**src/rtl/cap_timer_pkg.sv**
```systemverilog
package cap_timer_pkg;
  typedef enum logic [1:0] {
    EDGE_OFF  = 2'b00,
    EDGE_RISE = 2'b01,
    EDGE_FALL = 2'b10,
    EDGE_BOTH = 2'b11
  } edge_mode_e;
endpackage

```
**src/rtl/cap_timer_prescale.sv**
```systemverilog
module cap_timer_prescale #(
  parameter int STAGES = 7,
  parameter int SEL_W  = 3
) (
  input  logic             clk,
  input  logic             rst,
  input  logic             en_i,
  input  logic [SEL_W-1:0] sel_i,
  output logic             tick_o
);
  localparam int MAX_SEL = STAGES - 1;

  logic [STAGES-1:0] div_q;
  logic [STAGES-1:0] mask;
  logic [SEL_W-1:0]  sel_eff;

  // codes beyond the last stage saturate at the slowest division
  always_comb begin
    if (int'(sel_i) > MAX_SEL) sel_eff = SEL_W'(MAX_SEL);
    else                       sel_eff = sel_i;
  end

  for (genvar g = 0; g < STAGES; g++) begin : g_mask
    assign mask[g] = (int'(sel_eff) >= g);
  end

  always_ff @(posedge clk) begin
    if (rst || !en_i) div_q <= '0;
    else              div_q <= div_q + 1'b1;
  end

  // one pulse each time the selected low bits are all ones
  assign tick_o = en_i && ((div_q & mask) == mask);
endmodule

```
**src/rtl/cap_timer_counter.sv**
```systemverilog
module cap_timer_counter #(
  parameter int W = 16
) (
  input  logic         clk,
  input  logic         rst,
  input  logic         tick_i,
  output logic [W-1:0] count_o
);
  always_ff @(posedge clk) begin
    if (rst)         count_o <= '0;
    else if (tick_i) count_o <= count_o + 1'b1;
  end
endmodule

```
**src/rtl/cap_timer_edge.sv**
```systemverilog
module cap_timer_edge
  import cap_timer_pkg::*;
#(
  parameter int SYNC = 2
) (
  input  logic       clk,
  input  logic       rst,
  input  logic       pin_i,
  input  edge_mode_e mode_i,
  output logic       hit_o
);
  logic [SYNC-1:0] sync_q;
  logic            prev_q;
  logic            lvl;
  logic            rise;
  logic            fall;

  always_ff @(posedge clk) begin
    if (rst) begin
      sync_q <= '0;
      prev_q <= 1'b0;
    end else begin
      sync_q <= {sync_q[SYNC-2:0], pin_i};
      prev_q <= sync_q[SYNC-1];
    end
  end

  assign lvl  = sync_q[SYNC-1];
  assign rise = lvl & ~prev_q;
  assign fall = ~lvl & prev_q;

  always_comb begin
    unique case (mode_i)
      EDGE_RISE: hit_o = rise;
      EDGE_FALL: hit_o = fall;
      EDGE_BOTH: hit_o = rise | fall;
      default:   hit_o = 1'b0;
    endcase
  end
endmodule

```
**src/rtl/cap_timer_bank.sv**
```systemverilog
module cap_timer_bank #(
  parameter int W     = 16,
  parameter int NREG  = 2,
  parameter int IDX_W = (NREG > 1) ? $clog2(NREG) : 1
) (
  input  logic             clk,
  input  logic             rst,
  input  logic             hit_i,
  input  logic [IDX_W-1:0] sel_i,
  input  logic [W-1:0]     value_i,
  output logic [W-1:0]     cap_o [NREG],
  output logic             irq_o
);
  logic [NREG-1:0] we;

  for (genvar g = 0; g < NREG; g++) begin : g_we
    assign we[g] = hit_i && (sel_i == IDX_W'(g));
  end

  always_ff @(posedge clk) begin
    if (rst) begin
      for (int i = 0; i < NREG; i++) cap_o[i] <= '0;
      irq_o <= 1'b0;
    end else begin
      for (int i = 0; i < NREG; i++)
        if (we[i]) cap_o[i] <= value_i;
      irq_o <= hit_i;
    end
  end
endmodule

```
**src/rtl/cap_timer_top.sv**
```systemverilog
module cap_timer_top
  import cap_timer_pkg::*;
#(
  parameter int CNT_W       = 16,
  parameter int DIV_STAGES  = 7,
  parameter int DIV_SEL_W   = 3,
  parameter int SYNC_STAGES = 2
) (
  input  logic                 clk,
  input  logic                 rst,
  input  logic                 en_i,
  input  logic [DIV_SEL_W-1:0] div_sel_i,
  input  logic                 trig_i,
  input  logic [1:0]           edge_sel_i,
  input  logic                 dest_sel_i,
  output logic [CNT_W-1:0]     count_o,
  output logic [CNT_W-1:0]     cap0_o,
  output logic [CNT_W-1:0]     cap1_o,
  output logic                 cap_irq_o
);
  localparam int NREG = 2;

  logic             tick;
  logic             edge_hit;
  logic [CNT_W-1:0] caps [NREG];

  cap_timer_prescale #(.STAGES(DIV_STAGES), .SEL_W(DIV_SEL_W)) u_psc (
    .clk(clk), .rst(rst), .en_i(en_i), .sel_i(div_sel_i), .tick_o(tick)
  );

  cap_timer_counter #(.W(CNT_W)) u_cnt (
    .clk(clk), .rst(rst), .tick_i(tick), .count_o(count_o)
  );

  cap_timer_edge #(.SYNC(SYNC_STAGES)) u_edge (
    .clk(clk), .rst(rst), .pin_i(trig_i),
    .mode_i(edge_mode_e'(edge_sel_i)), .hit_o(edge_hit)
  );

  cap_timer_bank #(.W(CNT_W), .NREG(NREG), .IDX_W(1)) u_bank (
    .clk(clk), .rst(rst), .hit_i(edge_hit && en_i), .sel_i(dest_sel_i),
    .value_i(count_o), .cap_o(caps), .irq_o(cap_irq_o)
  );

  assign cap0_o = caps[0];
  assign cap1_o = caps[1];
endmodule

```
**config.mk**
```make
export PLATFORM = sky130hd
export DESIGN_NAME = cap_timer_top
export DESIGN_NICKNAME = d
export VERILOG_FILES = /design/src/rtl/cap_timer_pkg.sv /design/src/rtl/cap_timer_prescale.sv /design/src/rtl/cap_timer_counter.sv /design/src/rtl/cap_timer_edge.sv /design/src/rtl/cap_timer_bank.sv /design/src/rtl/cap_timer_top.sv
export SDC_FILE = /design/constraint.sdc
export NUM_CORES = 1
export LEC_CHECK = 0
export BUFFER_PORTS_ARGS = -buffer_cell sky130_fd_sc_hd__buf_4
export CORE_MARGIN = 5
export CORE_UTILIZATION = 51
export CTS_CLUSTER_SIZE = 10
export DETAILED_ROUTE_END_ITERATION = 10
export GPL_TIMING_DRIVEN = 0
export PLACE_DENSITY = 0.75
export SLEW_MARGIN = 25
export SYNTH_ARGS = -nofsm -noshare
export SYNTH_HDL_FRONTEND = slang
export SYNTH_SLANG_ARGS = --single-unit
```
**constraint.sdc**
```tcl
create_clock -name clk -period 3 [get_ports clk]
set_clock_uncertainty 0.2 [all_clocks]
set_input_delay 0.45 -clock clk [delete_from_list [all_inputs] [get_ports clk]]
set_output_delay 0.45 -clock clk [all_outputs]
set_load 0.005 [all_outputs]
```
**After elaboration in Yosys (flattened, before gate mapping)**

Cells that the tools add are included.

- Bits in read-only memories: 0
- Logic and storage cells: 35
- Bits in latches: 0
- RAM bits: 0
- Input bits: 10
- Memories kept: 0
- Register bits: 59

- Mux-type cells: 2
- Multiply operators: 0
- Add/sub/neg operators: 2
- Divide/modulo/power cells: 0
- Reductions and logical operators: 6
- Shifts and indexed selects: 0
- Equality and inequality tests: 4
- Bitwise logic cells: 7
- Order comparisons: 7

Operator list:

| cell | number |
|---|---|
| 16-bit by 1-bit adder with 16-bit output (second input constant) | 1 |
| 3-bit >= comparator (second input constant) | 3 |
| 7-bit by 1-bit adder with 7-bit output (second input constant) | 1 |
| 7-bit bitwise AND | 1 |
| 7-bit equality test | 1 |
| 3-bit by 2-bit >= comparator with 1-bit output (second input constant) | 2 |
| 2-bit equality test (second input constant) | 2 |
| 1-bit logical AND | 4 |
| 3-bit by 1-bit >= comparator with 1-bit output (second input constant) | 1 |
| 3-bit greater-than comparator (second input constant) | 1 |
| 3-bit two-way mux | 1 |
| 1-bit inverter | 3 |
| 1-bit case mux with 3 select lines | 1 |
| 1-bit bitwise AND | 2 |
| 2-bit by 1-bit equality test with 1-bit output (second input constant) | 1 |
| 1-bit zero test | 1 |
| 1-bit logical OR | 1 |
| 1-bit bitwise OR | 1 |

**Logic depth before layout (Yosys ltp)**

- Depth in word-level cells: 6
- Mapped depth: 9

**Modules after synthesis**

Synthesis repeated with hierarchy kept, for this count alone.

- Cell total of the unflattened synthesis: 264
- Area total of the unflattened synthesis: 2612.5 um2

Modules (own cells, without submodules):

| module | seq. area each (um2) | cells an instance | area each (um2) | instances |
|---|---|---|---|---|
| cap_timer_bank | 660.6 | 127 | 1390.1 | 1 |
| cap_timer_counter | 320.3 | 83 | 757.0 | 1 |
| cap_timer_prescale | 140.1 | 38 | 324.1 | 1 |
| cap_timer_edge | 60.1 | 15 | 135.1 | 1 |
| cap_timer_top | 0.0 | 1 | 6.3 | 1 |

**Worst setup path before layout**

No wires, ideal clock.

- Kind: register -> register
- Start point: register u_edge.prev_q
- End point: register u_bank.cap_o[21] in the netlist's numbering
- Path buffers: 1
- Cell stages (with the launch flop): 9
- Period minus slack after synthesis: 2.239 ns
- Arrival time: 1.912 ns
- Setup slack: 0.761 ns
- Cells stage by stage: dfxtp_1 > inv_1 > ha_1 > nor2b_1 > o21ai_0 > a211oi_2 > buf_4 > mux2i_1 > nor2_1

- Longest elaborated chain between the ends: 6
- Elaborated cells between the ends (all ways): 7

Ends and longest elaborated chain:

| item | line | text |
|---|---|---|
| from (decl) | cap_timer_edge.sv:13 | `logic prev_q;` |
| from (signal assigned) | cap_timer_edge.sv:24 | `prev_q <= sync_q[SYNC-1];` |
| 1-bit inverter | cap_timer_edge.sv:29 | `assign rise = lvl & ~prev_q;` |
| 1-bit bitwise AND | cap_timer_edge.sv:29 |  |
| 1-bit bitwise OR | cap_timer_edge.sv:36 | `EDGE_BOTH: hit_o = rise \| fall;` |
| 1-bit case mux with 3 select lines * | cap_timer_edge.sv:33 | `unique case (mode_i)` |
| 1-bit logical AND * | cap_timer_top.sv:41 | `.clk(clk), .rst(rst), .hit_i(edge_hit && en_i), .sel_i(dest_sel_i),` |
| 1-bit logical AND * | cap_timer_bank.sv:17 | `assign we[g] = hit_i && (sel_i == IDX_W'(g));` |
| to (signal, indexed assignment) | cap_timer_bank.sv:26 | `if (we[i]) cap_o[i] <= value_i;` |
| to (decl) | cap_timer_bank.sv:11 | `output logic [W-1:0] cap_o [NREG],` |

Every way passes the cells marked *; elsewhere a longest branch is shown, timed or not.
A chain may end at the register's enable or synchronous reset.

**Worst setup path after layout**

- Start point: register u_edge.prev_q
- End point: register u_bank.cap_o[22] in the netlist's numbering

Same word-level chain as after synthesis.

==> results.py <==
metrics = {
    "timing": {
        "worst_hold_slack_ns": 0.143,
        "rsz0062_at_grt": "no",
        "max_freq_mhz": 389,
        "final_sum_of_negative_setup_slack_ns": 0,
        "finalWorstSetupSlack_ns": 0.427,
        "final_min_period_over_clock_period": 0.858,
        "maxSlewViolCount": 0,
        "rel_slew_slack": 0.488,
        "setup_violations": 0,
        "report.final.hold_viol_count": 0,
        "final_period_minus_worst_setup_slack_ns": 2.57,
        "tightestPinTransition_ns": 0.766,
    },
    "clock_network": {
        "clkSlewWorstSetupHoldPaths_ns": 0.07,
        "tritoncts_clock_tree": "yes",
        "clk_root_buffer_cell": "sky130_fd_sc_hd__clkbuf_8",
        "clock_insertion_delay_worst_skew_ns": 0.33,
        "cts-hold-fix-buffers": 0,
        "post_cts.resized_instances": 0,
        "number_of_levels_in_the_clock_h_tree": 3,
        "clock_tree.buffer_depth": 2,
        "numCtsBuffers": 9,
        "clkSinkCount": 59,
        "postCtsSetupBuffers": 0,
    },
    "worst_setup_path": {
        "cp-startpoint": "u_edge.prev_q",
        "worstReg2RegEnd": "u_bank.cap_o[22]",
        "reg2reg_from": "u_edge.prev_q",
        "rrSetupSlack_ns": 0.43,
        "critical_path_peak_fanout": 10,
        "critPathCaptureType": "register",
        "worstPathArrival_ns": 2.57,
        "ff2ff_path_depth": 8,
        "endpoint_required_time_on_the_critical_path_ns": 3.00,
        "setup.worst_path.start_class": "register",
        "worst_setup_path_endpoint": "u_bank.cap_o[22]",
        "worst-setup-path-type": "register to register",
    },
    "pwr": {
        "power.share.switching": 0.202,
        "power_frac_comb": 0.031,
        "power_density_mw_per_mm2": 525,
        "total_power_mw": 1.65,
        "cellLeakagePower_nw": 1.37,
        "p_clk_frac": 0.491,
        "sequentialPowerShare": 0.477,
        "ir_drop_worst_case_vdd_uv": 269,
        "power.switching_mw": 0.333,
        "power_report.internal_total_mw": 1.32,
    },
    "finish": {
        "multiInputGateArea_sq_mm": 0.00114,
        "final_net_count": 335,
        "ff_latch_area_sq_mm": 0.00118,
        "layout_commonest_cell": "sky130_fd_sc_hd__dfxtp_1",
        "diodes": 0,
        "syn_to_final_growth_pct": 29.8,
        "layout.cells.non_filler": 380,
        "commonest_cells_after_routing_fill_and_taps_aside": "sky130_fd_sc_hd__dfxtp_1 (59), sky130_fd_sc_hd__buf_4 (58), sky130_fd_sc_hd__nor2_1 (45), sky130_fd_sc_hd__mux2i_1 (33), sky130_fd_sc_hd__a21oi_1 (15)",
        "fillCellCount": 384,
        "drive_above_1_share": 0.270,
    },
    "global_routing": {
        "grt.total_usage": 0.187,
        "largest_net_degree_at_the_start_of_global_routing": 11,
        "grt_pass1_vias": 1998,
        "antenna_found_initial": 0,
        "global_route.overflow_total": 0,
        "global_route_wire_length_before_repair_microns": 9060,
    },
    "detailed_routing": {
        "vias": 1996,
        "routedWlPerCell_microns": 14.0,
        "drt_pass1_iterations": 4,
        "drt_drc_violations_left": 0,
        "via_per_inst": 5.25,
        "drt_iter0_markers": 93,
        "drtAntennaViolNets": 0,
        "detail_route.wirelength_microns": 5310,
    },
    "die": {
        "coreArea_sq_mm": 0.00466,
        "floorplan.initialDensity": 0.520,
        "floorplan.die_area_sq_mm": 0.00623,
        "row_count": 25,
        "die_x_microns": 78.9,
        "design.portCount": 59,
        "die_height_microns": 78.9,
    },
    "place": {
        "port_buffers": 57,
        "finalWeightedCongestion": 0.761,
        "place.detailed.instances": 364,
        "post-dp-hpwl_microns": 3680,
        "preCtsSetupSlack_ns": 0.429,
    },
    "logic_synthesis": {
        "syn-mean-instance-area_sq_um": 9.58,
        "netlist_instances": 253,
        "ys.warnings.count": 0,
        "synth_cell_type_count": 36,
        "synth-seq-area-share": 0.487,
        "synth_top_area_cell": "sky130_fd_sc_hd__dfxtp_1",
        "synth_seq_cells": 59,
        "post-synth-top-area-fraction": 0.487,
        "area_contributors_post_synth": "sky130_fd_sc_hd__dfxtp_1 (49%), sky130_fd_sc_hd__mux2i_1 (14%), sky130_fd_sc_hd__nor2_1 (7.0%)",
        "syn-cell-area_sq_mm": 0.00242,
        "synth_nets": 267,
    },
    "outcome": {
        "status": "finished, final reports clean",
    },
    "run": {
        "maxCapViolCount": 0,
    },
    "hold_path": {
        "min_path_cells": 2,
        "holdCritPathClass": "input pin to register",
    },
}
## power groups by stage
stage / combinational [mW] / sequential [mW] / clock, mW
floorplan: 0.0325 / 0.806 / 0
global placement: 0.0511 / 0.807 / 0
detailed placement: 0.0521 / 0.807 / 0
CTS: 0.0527 / 0.789 / 0.830
global route: 0.0575 / 0.789 / 0.863
finish: 0.0518 / 0.789 / 0.813
## worst max-delay path: stages (launching register included)
cell                       delay, ns
sky130_fd_sc_hd__dfxtp_1        0.34
sky130_fd_sc_hd__inv_1          0.05
sky130_fd_sc_hd__ha_1           0.28
sky130_fd_sc_hd__nor2b_1        0.10
sky130_fd_sc_hd__o21ai_0        0.16
sky130_fd_sc_hd__a211oi_2       0.68
sky130_fd_sc_hd__buf_4          0.36
sky130_fd_sc_hd__mux2i_1        0.21
sky130_fd_sc_hd__nor2_1         0.06
## flip-flops by register name (all words and copies together) (netlist names)
| name | count |
|---|---|
| u_bank.cap_o | 32 |
| u_cnt.count_o | 16 |
| u_edge.sync_q | 2 |
| u_bank.irq_o | 1 |
| u_edge.prev_q | 1 |
| u_psc.div_q | 7 |
## metrics by stage
step	cell area, sq um	util
after floorplan	2420	-
after detailed placement	2920	0.626
after global placement	2920	0.626
after CTS	3150	0.675
after global routing	3150	0.675
final	3150	0.675
## how the worst min path moves through the flow
stage | slack (ns) | to | startpoint
after floorplan | 0.21 | u_edge.sync_q[1] | u_edge.sync_q[0]
after detailed placement | 0.22 | u_edge.sync_q[1] | u_edge.sync_q[0]
after global routing | 0.16 | u_edge.sync_q[0] | trig_i
after CTS | 0.14 | u_edge.sync_q[0] | trig_i
final | 0.14 | u_edge.sync_q[0] | trig_i
after global placement | 0.22 | u_edge.sync_q[1] | u_edge.sync_q[0]
## cell usage after synthesis (all sizes together)
cell type	instances
nand2	12
nor3	1
mux2i	33
dfxtp	59
nand3	7
dlygate4sd1	1
inv	7
nor2b	7
and2b	2
nand4	3
o21ai	10
ha	4
xor2	3
nand2b	1
xnor2	1
a21oi	15
nor2	45
nand3b	1
nor4	1
mux2	2
o31ai	6
or4	7
o41ai	1
a211o	1
clkbuf	7
buf	5
or3	9
a211oi	1
o21ba	1
## logic make-up (layout without fill, tap and decap cells)
kind of cell,count (synthesis),count (layout),synth area share
buffers and inverters,20,93,0.0418
AND/OR/NAND/NOR,96,96,0.196
flip-flops,59,59,0.487
adder cells (fa/ha/maj),4,4,0.0207
AO/OA/AOI/OAI,35,35,0.0945
multiplexers,35,35,0.146
XOR/XNOR,4,4,0.0145
## metal layers
metal | GRT usage | vias up | part of all wire
met1 | 0.223 | 917 | 0.44
met3 | 0.0522 | 6 | 0.063
met4 | 0.0859 | 0 | 0.012
li1 | - | 1012 | -
met5 | 0 | - | 0
met2 | 0.312 | 61 | 0.48
## layout make-up
type,count,share of cell area
Buffer,13,0.0239
Clock buffer,12,0.0493
Clock inverter,4,0.0231
Inverter,7,0.00835
Multi-Input combinational cell,174,0.363
Sequential cell,59,0.375
Tap cell,54,0.0215
Timing Repair Buffer,57,0.136
No activity file was read; power rests on OpenSTA's default activity.
